File: src/rtl/ahbm_pkg.sv
package ahbm_pkg;

  typedef enum logic [1:0] {
    TR_IDLE = 2'b00,
    TR_BUSY = 2'b01,
    TR_NSEQ = 2'b10,
    TR_SEQ  = 2'b11
  } trans_e;

  // Length code to beat count
  function automatic logic [4:0] beats_of(input logic [1:0] len);
    case (len)
      2'd0:    return 5'd1;
      2'd1:    return 5'd4;
      2'd2:    return 5'd8;
      default: return 5'd16;
    endcase
  endfunction

  // Burst kind code on the bus
  function automatic logic [2:0] burst_code(input logic [1:0] len, input logic wrap);
    if (len == 2'd0) return 3'd0;
    return {len, ~wrap};
  endfunction

endpackage

File: src/rtl/ahbm_addr_step.sv
module ahbm_addr_step #(
  parameter int AW = 32
) (
  input  logic [AW-1:0] cur,
  input  logic [2:0]    size,
  input  logic [1:0]    len,
  input  logic          wrap,
  output logic [AW-1:0] nxt
);
  logic [AW-1:0] step, span, mask, inc;

  always_comb begin
    step = AW'(1) << size;
    span = AW'(ahbm_pkg::beats_of(len)) << size;
    mask = span - AW'(1);
    inc  = cur + step;
    if (wrap && len != 2'd0) nxt = (cur & ~mask) | (inc & mask);
    else                     nxt = inc;
  end
endmodule

File: src/rtl/ahbm_seq.sv
module ahbm_seq
  import ahbm_pkg::*;
#(
  parameter int AW = 32
) (
  input  logic          clk,
  input  logic          rst_n,
  input  logic          cmd_valid,
  output logic          cmd_ready,
  input  logic [AW-1:0] cmd_addr,
  input  logic [2:0]    cmd_size,
  input  logic [1:0]    cmd_len,
  input  logic          cmd_wrap,
  input  logic          cmd_write,
  input  logic          wr_avail,
  input  logic          rd_space,
  input  logic          hready,
  output logic          wr_take,
  output logic          accept,
  output logic          done,
  output logic [AW-1:0] haddr,
  output logic [1:0]    htrans,
  output logic [2:0]    hsize,
  output logic [2:0]    hburst,
  output logic          hwrite
);
  localparam int LW = 4;

  trans_e        htrans_q;
  logic [AW-1:0] haddr_q, nxt_addr;
  logic [2:0]    hsize_q, hburst_q;
  logic          hwrite_q, wrap_q, done_q;
  logic [1:0]    len_q;
  logic [LW-1:0] left_q;

  // Named internal events
  logic beat, idle, start, last_acc, src_ok_cmd, src_ok_cur, cont, issue_seq;

  assign beat       = htrans_q[1];
  assign idle       = (htrans_q == TR_IDLE);
  assign src_ok_cmd = cmd_write ? wr_avail : rd_space;
  assign src_ok_cur = hwrite_q ? wr_avail : rd_space;
  assign cmd_ready  = idle && hready && src_ok_cmd;
  assign start      = cmd_valid && cmd_ready;
  assign accept     = hready && beat;
  assign last_acc   = accept && (left_q == '0);
  assign cont       = hready && ((beat && left_q != '0) || htrans_q == TR_BUSY);
  assign issue_seq  = cont && src_ok_cur;
  assign wr_take    = (start && cmd_write) || (issue_seq && hwrite_q);

  ahbm_addr_step #(.AW(AW)) u_step (
    .cur (haddr_q),
    .size(hsize_q),
    .len (len_q),
    .wrap(wrap_q),
    .nxt (nxt_addr)
  );

  always_ff @(posedge clk or negedge rst_n) begin
    if (!rst_n) begin
      haddr_q  <= '0;
      htrans_q <= TR_IDLE;
      hsize_q  <= '0;
      hburst_q <= '0;
      hwrite_q <= 1'b0;
      wrap_q   <= 1'b0;
      len_q    <= '0;
      left_q   <= '0;
      done_q   <= 1'b0;
    end else begin
      done_q <= last_acc;
      if (start) begin
        haddr_q  <= cmd_addr;
        hsize_q  <= cmd_size;
        hwrite_q <= cmd_write;
        wrap_q   <= cmd_wrap;
        len_q    <= cmd_len;
        hburst_q <= burst_code(cmd_len, cmd_wrap);
        left_q   <= LW'(beats_of(cmd_len) - 5'd1);
        htrans_q <= TR_NSEQ;
      end else if (last_acc) begin
        htrans_q <= TR_IDLE;
      end else if (accept) begin
        haddr_q  <= nxt_addr;
        left_q   <= left_q - LW'(1);
        htrans_q <= src_ok_cur ? TR_SEQ : TR_BUSY;
      end else if (hready && htrans_q == TR_BUSY && src_ok_cur) begin
        htrans_q <= TR_SEQ;
      end
    end
  end

  assign haddr  = haddr_q;
  assign htrans = htrans_q;
  assign hsize  = hsize_q;
  assign hburst = hburst_q;
  assign hwrite = hwrite_q;
  assign done   = done_q;

  // the address phase is frozen across a wait state
  a_r8_addr_hold: assert property (@(posedge clk) disable iff (!rst_n)
    (!hready && htrans_q[1]) |=> ($stable(haddr_q) && $stable(htrans_q) &&
      $stable(hsize_q) && $stable(hburst_q) && $stable(hwrite_q)));

  // SEQ beats keep the control of the burst
  a_r4_seq_ctrl: assert property (@(posedge clk) disable iff (!rst_n)
    (htrans_q == TR_SEQ) |-> ($stable(hsize_q) && $stable(hburst_q) && $stable(hwrite_q)));

  // incrementing bursts step by the transfer size
  a_r5_incr_step: assert property (@(posedge clk) disable iff (!rst_n)
    (htrans_q == TR_SEQ && hburst_q[0] && $past(hready) && $past(htrans_q[1]))
      |-> (haddr_q == $past(haddr_q) + (AW'(1) << hsize_q)));

  // BUSY only inside a burst
  a_r7_busy_inside: assert property (@(posedge clk) disable iff (!rst_n)
    (htrans_q == TR_BUSY) |-> ($past(htrans_q) != TR_IDLE));

  // a NONSEQ beat that was not stalled comes straight from IDLE
  a_r3_nseq_from_idle: assert property (@(posedge clk) disable iff (!rst_n)
    (htrans_q == TR_NSEQ && $past(hready)) |-> ($past(htrans_q) == TR_IDLE));

  // the done pulse coincides with the return to IDLE
  a_r11_done_idle: assert property (@(posedge clk) disable iff (!rst_n)
    done_q |-> (htrans_q == TR_IDLE));
endmodule

File: src/rtl/ahbm_dphase.sv
module ahbm_dphase #(
  parameter int DW = 32
) (
  input  logic          clk,
  input  logic          rst_n,
  input  logic          hready,
  input  logic          accept,
  input  logic          beat_write,
  input  logic          wr_take,
  input  logic [DW-1:0] wr_data,
  input  logic [DW-1:0] hrdata,
  output logic [DW-1:0] hwdata,
  output logic [DW-1:0] rd_data,
  output logic          rd_valid
);
  logic [DW-1:0] stage_q, hwdata_q;
  logic          dp_vld, dp_wr;
  logic          rd_done;

  assign rd_done = dp_vld && !dp_wr && hready;

  always_ff @(posedge clk or negedge rst_n) begin
    if (!rst_n) begin
      stage_q  <= '0;
      hwdata_q <= '0;
      dp_vld   <= 1'b0;
      dp_wr    <= 1'b0;
    end else begin
      if (wr_take) stage_q <= wr_data;
      if (accept && beat_write) hwdata_q <= stage_q;
      if (accept) begin
        dp_vld <= 1'b1;
        dp_wr  <= beat_write;
      end else if (hready) begin
        dp_vld <= 1'b0;
      end
    end
  end

  assign hwdata   = hwdata_q;
  assign rd_data  = hrdata;
  assign rd_valid = rd_done;

  // pending write data held through wait states
  a_r8_wdata_hold: assert property (@(posedge clk) disable iff (!rst_n)
    (dp_vld && dp_wr && !hready) |=> $stable(hwdata_q));

  // read delivery only inside a read data phase
  a_r10_rd_phase: assert property (@(posedge clk) disable iff (!rst_n)
    rd_valid |-> (hready && $past(rd_done || accept || (dp_vld && !hready))));
endmodule

File: src/rtl/ahbm_burst_gen.sv
module ahbm_burst_gen #(
  parameter int AW = 32,
  parameter int DW = 32
) (
  input  logic          clk,
  input  logic          rst_n,
  input  logic          cmd_valid,
  output logic          cmd_ready,
  input  logic [AW-1:0] cmd_addr,
  input  logic [2:0]    cmd_size,
  input  logic [1:0]    cmd_len,
  input  logic          cmd_wrap,
  input  logic          cmd_write,
  input  logic [DW-1:0] wr_data,
  input  logic          wr_avail,
  output logic          wr_take,
  output logic [DW-1:0] rd_data,
  output logic          rd_valid,
  input  logic          rd_space,
  output logic          done,
  output logic [AW-1:0] haddr,
  output logic [1:0]    htrans,
  output logic [2:0]    hsize,
  output logic [2:0]    hburst,
  output logic          hwrite,
  output logic [DW-1:0] hwdata,
  input  logic [DW-1:0] hrdata,
  input  logic          hready
);
  logic accept;

  ahbm_seq #(.AW(AW)) u_seq (
    .clk      (clk),
    .rst_n    (rst_n),
    .cmd_valid(cmd_valid),
    .cmd_ready(cmd_ready),
    .cmd_addr (cmd_addr),
    .cmd_size (cmd_size),
    .cmd_len  (cmd_len),
    .cmd_wrap (cmd_wrap),
    .cmd_write(cmd_write),
    .wr_avail (wr_avail),
    .rd_space (rd_space),
    .hready   (hready),
    .wr_take  (wr_take),
    .accept   (accept),
    .done     (done),
    .haddr    (haddr),
    .htrans   (htrans),
    .hsize    (hsize),
    .hburst   (hburst),
    .hwrite   (hwrite)
  );

  ahbm_dphase #(.DW(DW)) u_dp (
    .clk       (clk),
    .rst_n     (rst_n),
    .hready    (hready),
    .accept    (accept),
    .beat_write(hwrite),
    .wr_take   (wr_take),
    .wr_data   (wr_data),
    .hrdata    (hrdata),
    .hwdata    (hwdata),
    .rd_data   (rd_data),
    .rd_valid  (rd_valid)
  );
endmodule

File: config.mk
export PLATFORM = sky130hd
export DESIGN_NAME = ahbm_burst_gen
export DESIGN_NICKNAME = d
export VERILOG_FILES = /design/src/rtl/ahbm_pkg.sv /design/src/rtl/ahbm_addr_step.sv /design/src/rtl/ahbm_seq.sv /design/src/rtl/ahbm_dphase.sv /design/src/rtl/ahbm_burst_gen.sv
export SDC_FILE = /design/constraint.sdc
export NUM_CORES = 1
export LEC_CHECK = 0
export BUFFER_PORTS_ARGS = -buffer_cell sky130_fd_sc_hd__buf_2
export CORE_ASPECT_RATIO = 1.1
export CORE_UTILIZATION = 35
export CTS_CLUSTER_DIAMETER = 40
export DETAILED_ROUTE_END_ITERATION = 10
export GPL_TIMING_DRIVEN = 0
export HOLD_SLACK_MARGIN = 0.15
export PLACE_DENSITY_LB_ADDON = 0.15
export SLEW_MARGIN = 20
export SYNTH_ARGS = -nofsm -noshare
export SYNTH_HDL_FRONTEND = slang
export SYNTH_HIERARCHICAL = 1
export SYNTH_SLANG_ARGS = --single-unit
File: constraint.sdc
create_clock -name clk -period 4.5 [get_ports clk]
set_input_delay 0 -clock clk [delete_from_list [all_inputs] [get_ports clk]]
set_output_delay 0 -clock clk [all_outputs]
set_load 0.02 [all_outputs]
==> impl_results.md, run 1 <==
* Max-slew violations at 0
* Grt ovf at 0
* IR drop worst, VDD at slightly below 300 uV
* Largest net degree at the start of global routing at 76
* Internal at around 3.6 mW
* #FFs+latches synth at approximately 120
* Outcome: completed
* Async SR Flop Fraction at 1.00
* DR vias at 5999
* Initial Utilization at 0.356
* Vias in the first global route at roughly 6000
* Layout cells sized above 1 at 0.396
* Clock Latency Late Sink at 410 ps
* Rel. slew slack at 0.579
* Prevailing post-synth register cell: dfrtp_1
* DR WL/cell at approximately 16 um
* Worst-path clk slew at roughly 60 ps
* Fin util at 0.495
* Lkg Pwr at around 4.4 nW
* Die ar. at around 20000 um^2
* Largest stage delay on the critical path at 440 ps
* Detailed Routing Iterations Pass 1 at 6
* CTS tree: yes
* DRT iter0 DRCs at 227
* Pwr Density at 665 nW/um^2
* I/O Buffers at 185
* Crit-path cells: buf_2 -> clkbuf_1 -> nor3_1 -> ha_1 -> fa_1 -> a211oi_1 -> nor2_1 -> o221a_1 -> buf_6 -> and4_4 -> xor2_1 -> nand3_1 -> a31oi_1
* Drt drc at 0
* GRT Total Usage at 0.198
* Area delta synth->final at 38.9%
* Worst hold path type: input pin to primary output
* Via density at 5.06
* Distinct cell type count after synthesis at roughly 70
* Finish-stage setup viols at 0
* # IOs at 218
* Post-layout min period at 3350 ps
* Sink Count at about 120
* Dpl hpwl at around 13000 um
* Post-synthesis sequential area ratio at 0.425
* # Max-Cap Violations at 0
* Post-DRT Antenna Nets at 0
* TritonCTS buffer count at 17
* Core Area at around 19000 um^2
* Post-Route WL at a little under 20000 um
* Mapped Area at 6780 um^2
* Final setup TNS at 0 ps
* Peak Freq at 298 MHz
* DIE HEIGHT at 148 um
* Worst Path Buf+Inv at 3
* EDFF count, synth at 0
* Crit path capture type: register
* Clock Path Buffers at 2
* Cells after synthesis at approximately 640
* Fin nets at 1046
* RSZ-0062 raised after global routing: no
* Hold Violations, Final at 0
* Syn_area_per_cell at between 10 and 15 um^2
* Post-CTS setup buffers at 0
* Combinational fraction of design power at 0.477
* CP max-delay cell: fa_1
* Yosys warnings at 6
* Gpl congestion at between 0.8 and 0.9
* Worst setup SP type: register
* Switching part of the total at 0.418
* CP Data Arrival Time at 3690 ps
* Initial antenna violation count at 0
* Global-route wire length before repair at just over 30000 um
* CP Max Fanout at 10
* Crit Path Class: register to register
* Mapped Nets at between 700 and 800
* Reported net switching power at 2.62 mW
* Htree depth at 4
* Fill cells at 1798
* Clock network fraction of total power at 0.207
* Tcrit/Tclk final at 0.745
* Clock skew at 11.5 ps
* Top cell family by delay on the critical path: compound AO/OA/AOI/OAI gates
* Seq pwr share at 0.316
* Num rows at 53
* CTS root buf: clkbuf_16
* Worst-Margin Slew at roughly 630 ps
* Req. time, crit path at 4840 ps
* Chip width at 135 um
==> worst register-to-register path, delay by kind of cell (launching register included) <==
kind                       cells  cell delay, ps
AOI/OAI and AO/OA              3             800
buffers and inverters          3             720
adders and majority gates      2             670
and+or+nand+nor                4             570
DFF                            1             400
xor gates and xnor gates       1             130
==> metal layers <==
layer / routed length (um) / vias to the layer above / global-route usage
met1: 8520 / 2898 / 0.243
met4: 376 / 0 / 0.0758
li1: - / 2901 / -
met3: 1090 / 28 / 0.0528
met2: 9420 / 172 / 0.331
met5: 0 / - / 0
==> synth_stat cells (3+ instances only) <==
cell type	instances	area [um^2]
a211oi_1	5	37.5
a21oi_1	12	60.1
a31oi_1	34	213
and3_1	7	43.8
buf_2	15	75.1
buf_4	34	255
buf_6	15	169
clkbuf_1	16	60.1
dfrtp_1	115	2880
ha_1	11	138
inv_1	8	30.0
mux2_2	45	507
mux2_4	30	450
mux2i_1	5	50.1
nand2_1	20	75.1
nand3_1	41	205
nand4_1	6	37.5
nor2_1	19	71.3
nor2b_1	6	37.5
nor3_1	41	205
nor3b_1	3	22.5
nor4_1	3	18.8
o2111ai_1	6	52.6
o211ai_1	9	67.6
o21a_1	6	45.0
o21ai_0	38	190
o21ai_1	5	25.0
xnor2_1	25	219
xor2_1	6	52.6
==> state kept, by name (all words and copies together) (netlist names) <==
signal	cells
u_seq/hsize	3
u_seq/left_q	4
u_dp/hwdata	32
u_seq/htrans	2
u_dp/dp_vld	1
u_seq/len_q	2
u_seq/wrap_q	1
u_seq/hburst	3
u_seq/haddr	32
u_seq/hwrite	1
u_dp/stage_q	32
u_dp/dp_wr	1
u_seq/done	1
==> metrics by stage <==
step	setup WS, ps	area (um^2)	hold WS, ps	power [mW]	cells
2_1_floorplan	1490	6780	-296	4.05	641
4_1_cts	1160	9410	217	6.31	1185
3_5_place_dp	1200	8050	-49.4	4.91	1074
3_3_place_gp	1210	8010	217	4.88	1073
5_1_grt	871	9410	221	6.69	1185
6_report	1150	9410	216	6.26	1186
==> cells in the final DEF, fill, tap and decap left out, types with 11 or more instances in the layout <==
| master | n |
|---|---|
| buf_6 | 16 |
| clkbuf_1 | 16 |
| mux2_2 | 45 |
| buf_2 | 199 |
| nor3_1 | 41 |
| nor2_1 | 19 |
| a31oi_1 | 34 |
| ha_1 | 11 |
| buf_4 | 34 |
| o21ai_0 | 38 |
| dfrtp_1 | 115 |
| clkbuf_16 | 17 |
| dlygate4sd3_1 | 78 |
| a21oi_1 | 12 |
| nand2_1 | 20 |
| nand3_1 | 41 |
| xnor2_1 | 25 |
| mux2_4 | 30 |
==> final cells by class <==
cell class | instances | area (um^2) | area share
antenna | 1 | 2.50 | 0.000266
buffer | 83 | 573 | 0.0609
clock buffer | 17 | 425 | 0.0452
clock inverter | 15 | 138 | 0.0146
inverter | 9 | 33.8 | 0.00359
multi-input combinational | 434 | 3290 | 0.350
sequential | 115 | 2880 | 0.306
tap | 247 | 309 | 0.0328
timing repair buffer | 265 | 1760 | 0.187
==> power groups by stage <==
stage	clock, mW	sequential (mW)	combinational, mW
after floorplan	0	2.29	1.76
after global placement	0	1.99	2.89
after detailed placement	0	1.99	2.92
after CTS	1.34	1.98	2.99
after global routing	1.38	2.06	3.25
final	1.30	1.98	2.99
==> cells by family after synthesis <==
logic type / share of synthesized area
compound gates: 0.137
xor+xnor: 0.0401
fa+ha+maj: 0.0233
buf+inv: 0.0895
flops: 0.425
mux: 0.152
simple gates: 0.134
==> repair_timing <==
item	CTS	global route
gates resized for setup	0	0
endpoints found under the hold margin	194	0
hold buffers	79	0
==> worst paths after layout <==
check / from / end / slack (ps) / depth (start not counted)
hold / removal: hrdata[1] / rd_data[1] / 220 / 2
hold reg to reg: u_dp/dp_vld / u_dp/dp_vld / 470 / 1
min in group asynchronous: rst_n / u_seq/haddr[5] / 660 / 4
max in group asynchronous: rst_n / u_dp/hwdata[25] / 3450 / 4
setup reg to reg: u_seq/hsize[1] / u_seq/haddr[22] / 1150 / 13
setup / recovery: u_seq/hsize[1] / u_seq/haddr[22] / 1150 / 13
Note: power is estimated with default switching activity, not from simulation.
==> inputs of run 2 (changes only) <==
- clock period: 4.5 -> 2.8 ns (I/O delays scaled with it)
==> run 2 against run 1 <==
  * First-iteration DRC count up 45%
  * Worst hold slack about the same
  * Clock power up 78%
  * Sequential share of layout area down 1.1 points
  * Sequential power up 61%
  * Worst setup slack worse by 1100 ps
  * Critical path type unchanged
  * Largest power group unchanged
==> impl_results.md, run 2 (synthesis gave the netlist of run 1 again) <==
* Outcome: completed
* Chip width at 135 um (unchanged)
* GRT Total Usage at 0.199 (+0.000634)
* RSZ-0062 raised after global routing: yes
* Clock Latency Late Sink at 420 ps (about the same)
* Num rows at 53 (unchanged)
* Switching part of the total at 0.405 (-0.0133)
* Sink Count at 115 (unchanged)
* GR Layer Usage met1 at 0.246 (+0.00397)
* DR vias at 6076 (+1.3%)
* Req. time, crit path at 3130 ps (-1710 ps)
* Initial Utilization at 0.356 (unchanged)
* # IOs at 218 (unchanged)
* Global-route wire length before repair at 30800 um (unchanged)
* Pwr Density at 1100 nW/um^2 (+65%)
* Lkg Pwr at 4.50 nW (+3.4%)
* Via density at 5.05 (about the same)
* Clock skew at 11.6 ps (+0.140 ps)
* Fin cells at 1202 (+1.3%)
* Hold Violations, Final at 0 (unchanged)
* DRT iter0 DRCs at 330 (+45%)
* Post-Layout Inst Area at 9790 um^2 (+4.0%)
* M2 GR Usage at 0.335 (+0.00412)
* Layer with the highest usage: met2
* Die ar. at 19900 um^2 (unchanged)
* Commonest non-fill, non-tap cells in the layout: buf_2, dfrtp_1, dlygate4sd3_1
* TritonCTS buffer count at 17 (unchanged)
* Internal at 6.40 mW (+76%)
* Drt drc at 0 (unchanged)
* Fill cells at 1764 (-1.9%)
* Crit Path Class: register to register
* Clock network fraction of total power at 0.215 (+0.008)
* Area delta synth->final at 44.4%
* Met3 Track Usage GR at 0.0528 (unchanged)
* Worst setup SP type: register
* Fin nets at 1063 (+1.6%)
* Combinational fraction of design power at 0.488 (+0.011)
* Seq pwr share at 0.297 (-0.019)
* Worst hold path type: input pin to primary output
* CTS root buf: clkbuf_16
* Most common cell after layout, fill and taps aside: buf_2
* Htree depth at 4 (unchanged)
* Grt ovf at 0 (unchanged)
* Detailed Routing Iterations Pass 1 at 5 (-1)
* # Max-Cap Violations at 0 (unchanged)
* IR drop worst, VDD at 588 uV (+100%)
* Register area at 2880 um^2 (+0.13%)
* Cells after DPL at 1074 (unchanged)
* Layout cells sized above 1 at 0.438 (+0.0422)
* Gpl congestion at 0.865 (-1.8%)
* Crit path capture type: register
* Placed cell area at 8080 um^2 (+0.39%)
* Multi-input gate area at 3430 um^2 (+4.1%)
* I/O Buffers at 185 (unchanged)
* Finish-stage setup viols at 0 (unchanged)
* Vias in the first global route at 5878 (-1.9%)
* CTS tree: yes
* Worst-Margin Slew at 605 ps (-21.6 ps)
* Beginning of the worst hold path: hrdata[27]
* Rel. slew slack at 0.594 (+0.0145)
* Worst reg2reg startpoint: u_seq/hsize[0]
* Critical Path Source: u_seq/hsize[0]
* Initial antenna violation count at 0 (unchanged)
* CP Data Arrival Time at 3060 ps (-630 ps)
* Clock Path Buffers at 2 (unchanged)
* Worst-path clk slew at 60 ps (about the same)
* CP Max Fanout at 8 (-2)
* Core Area at 19000 um^2 (unchanged)
* DR WL/cell at 16.3 um (-0.20%)
* Reported net switching power at 4.35 mW (+66%)
* Peak Freq at 367 MHz (+23%)
* Diode count at 0 (-1)
* Post-Route WL at 19600 um (+1.1%)
* DIE HEIGHT at 148 um (unchanged)
* Dpl hpwl at 13400 um (-0.19%)
* Tcrit/Tclk final at 0.973 (+0.228)
* Largest net degree at the start of global routing at 76 (unchanged)
* Post-layout min period at 2720 ps (-629 ps)
* Post-DRT Antenna Nets at 0 (unchanged)
* Max-slew violations at 0 (unchanged)
[run 2: changes by cell type in the layout (fill, tap and decap cells not counted), moves of 4 or more]
cell,previous run,this run
buf_2,199,195
buf_4,34,53
ha_1,11,7
nor3_1,41,36
nor3_2,0,4
[run 2: metrics by stage]
stage	util	power [mW]	TNS (ps)	hold WS (ps)	setup WS, ps
floorplan	-	6.55	-7.14	-296	-7.14
global placement	0.423	7.89	-4820	208	-359
detailed placement	0.424	7.95	-4680	-48.1	-341
CTS	0.508	10.7	0	217	3.76
global route	0.514	11.5	-69.6	220	-27.3
finish	0.514	10.8	0	216	76.7
[run 2: layer usage]
layer / part of all wire / wire length [um]
met4: 0.013 / 263
met3: 0.059 / 1150
met5: 0 / 0
met2: 0.49 / 9700
met1: 0.43 / 8520
[run 2: worst paths after layout]
kind                                   end  slack, ps  cells after the start
max in group asynchronous  u_dp/hwdata[30]       1720                      4
hold / removal                 rd_data[27]        220                      2
setup / recovery           u_seq/haddr[22]         80                     13
min in group asynchronous   u_seq/haddr[4]        670                      4
hold reg to reg                u_dp/dp_vld        480                      1
setup reg to reg           u_seq/haddr[22]         80                     13
[run 2: repair_timing]
action / 4_1_cts / 5_1_grt
hold endpoints to repair: 194 / 0
resized for setup: 26 / 17
setup endpoints to repair: 25 / 24
pin swaps: 13 / 11
gates cloned: 1 / 0
setup buffers: 9 / 9
hold buffers: 79 / 0
[run 2: critical path, cell delays in order, from the launching register on]
cell,delay [ps]
dfrtp_2,390
buf_8,130
buf_8,130
nor3_4,40
ha_2,190
fa_2,390
a211oi_4,320
nor2_4,80
o221a_1,280
buf_6,150
and4_4,180
xor2_1,130
nand3_1,100
a31oi_1,140
[run 2: cell type report]
class                   count  share of cell area
well taps                 247              0.0316
clock buffers              17              0.0435
flip-flops and latches    115               0.294
inverters                   9             0.00384
repair buffers            284               0.195
multi-input cells         434               0.350
plain buffers              81              0.0615
clock inverters            15              0.0198
[run 2: power by group through the flow]
stage | combinational (mW) | clock, mW | sequential [mW]
3_3_place_gp | 4.69 | 0 | 3.20
6_report | 5.24 | 2.32 | 3.19
5_1_grt | 5.69 | 2.45 | 3.33
3_5_place_dp | 4.74 | 0 | 3.21
4_1_cts | 5.07 | 2.38 | 3.20
2_1_floorplan | 2.87 | 0 | 3.68
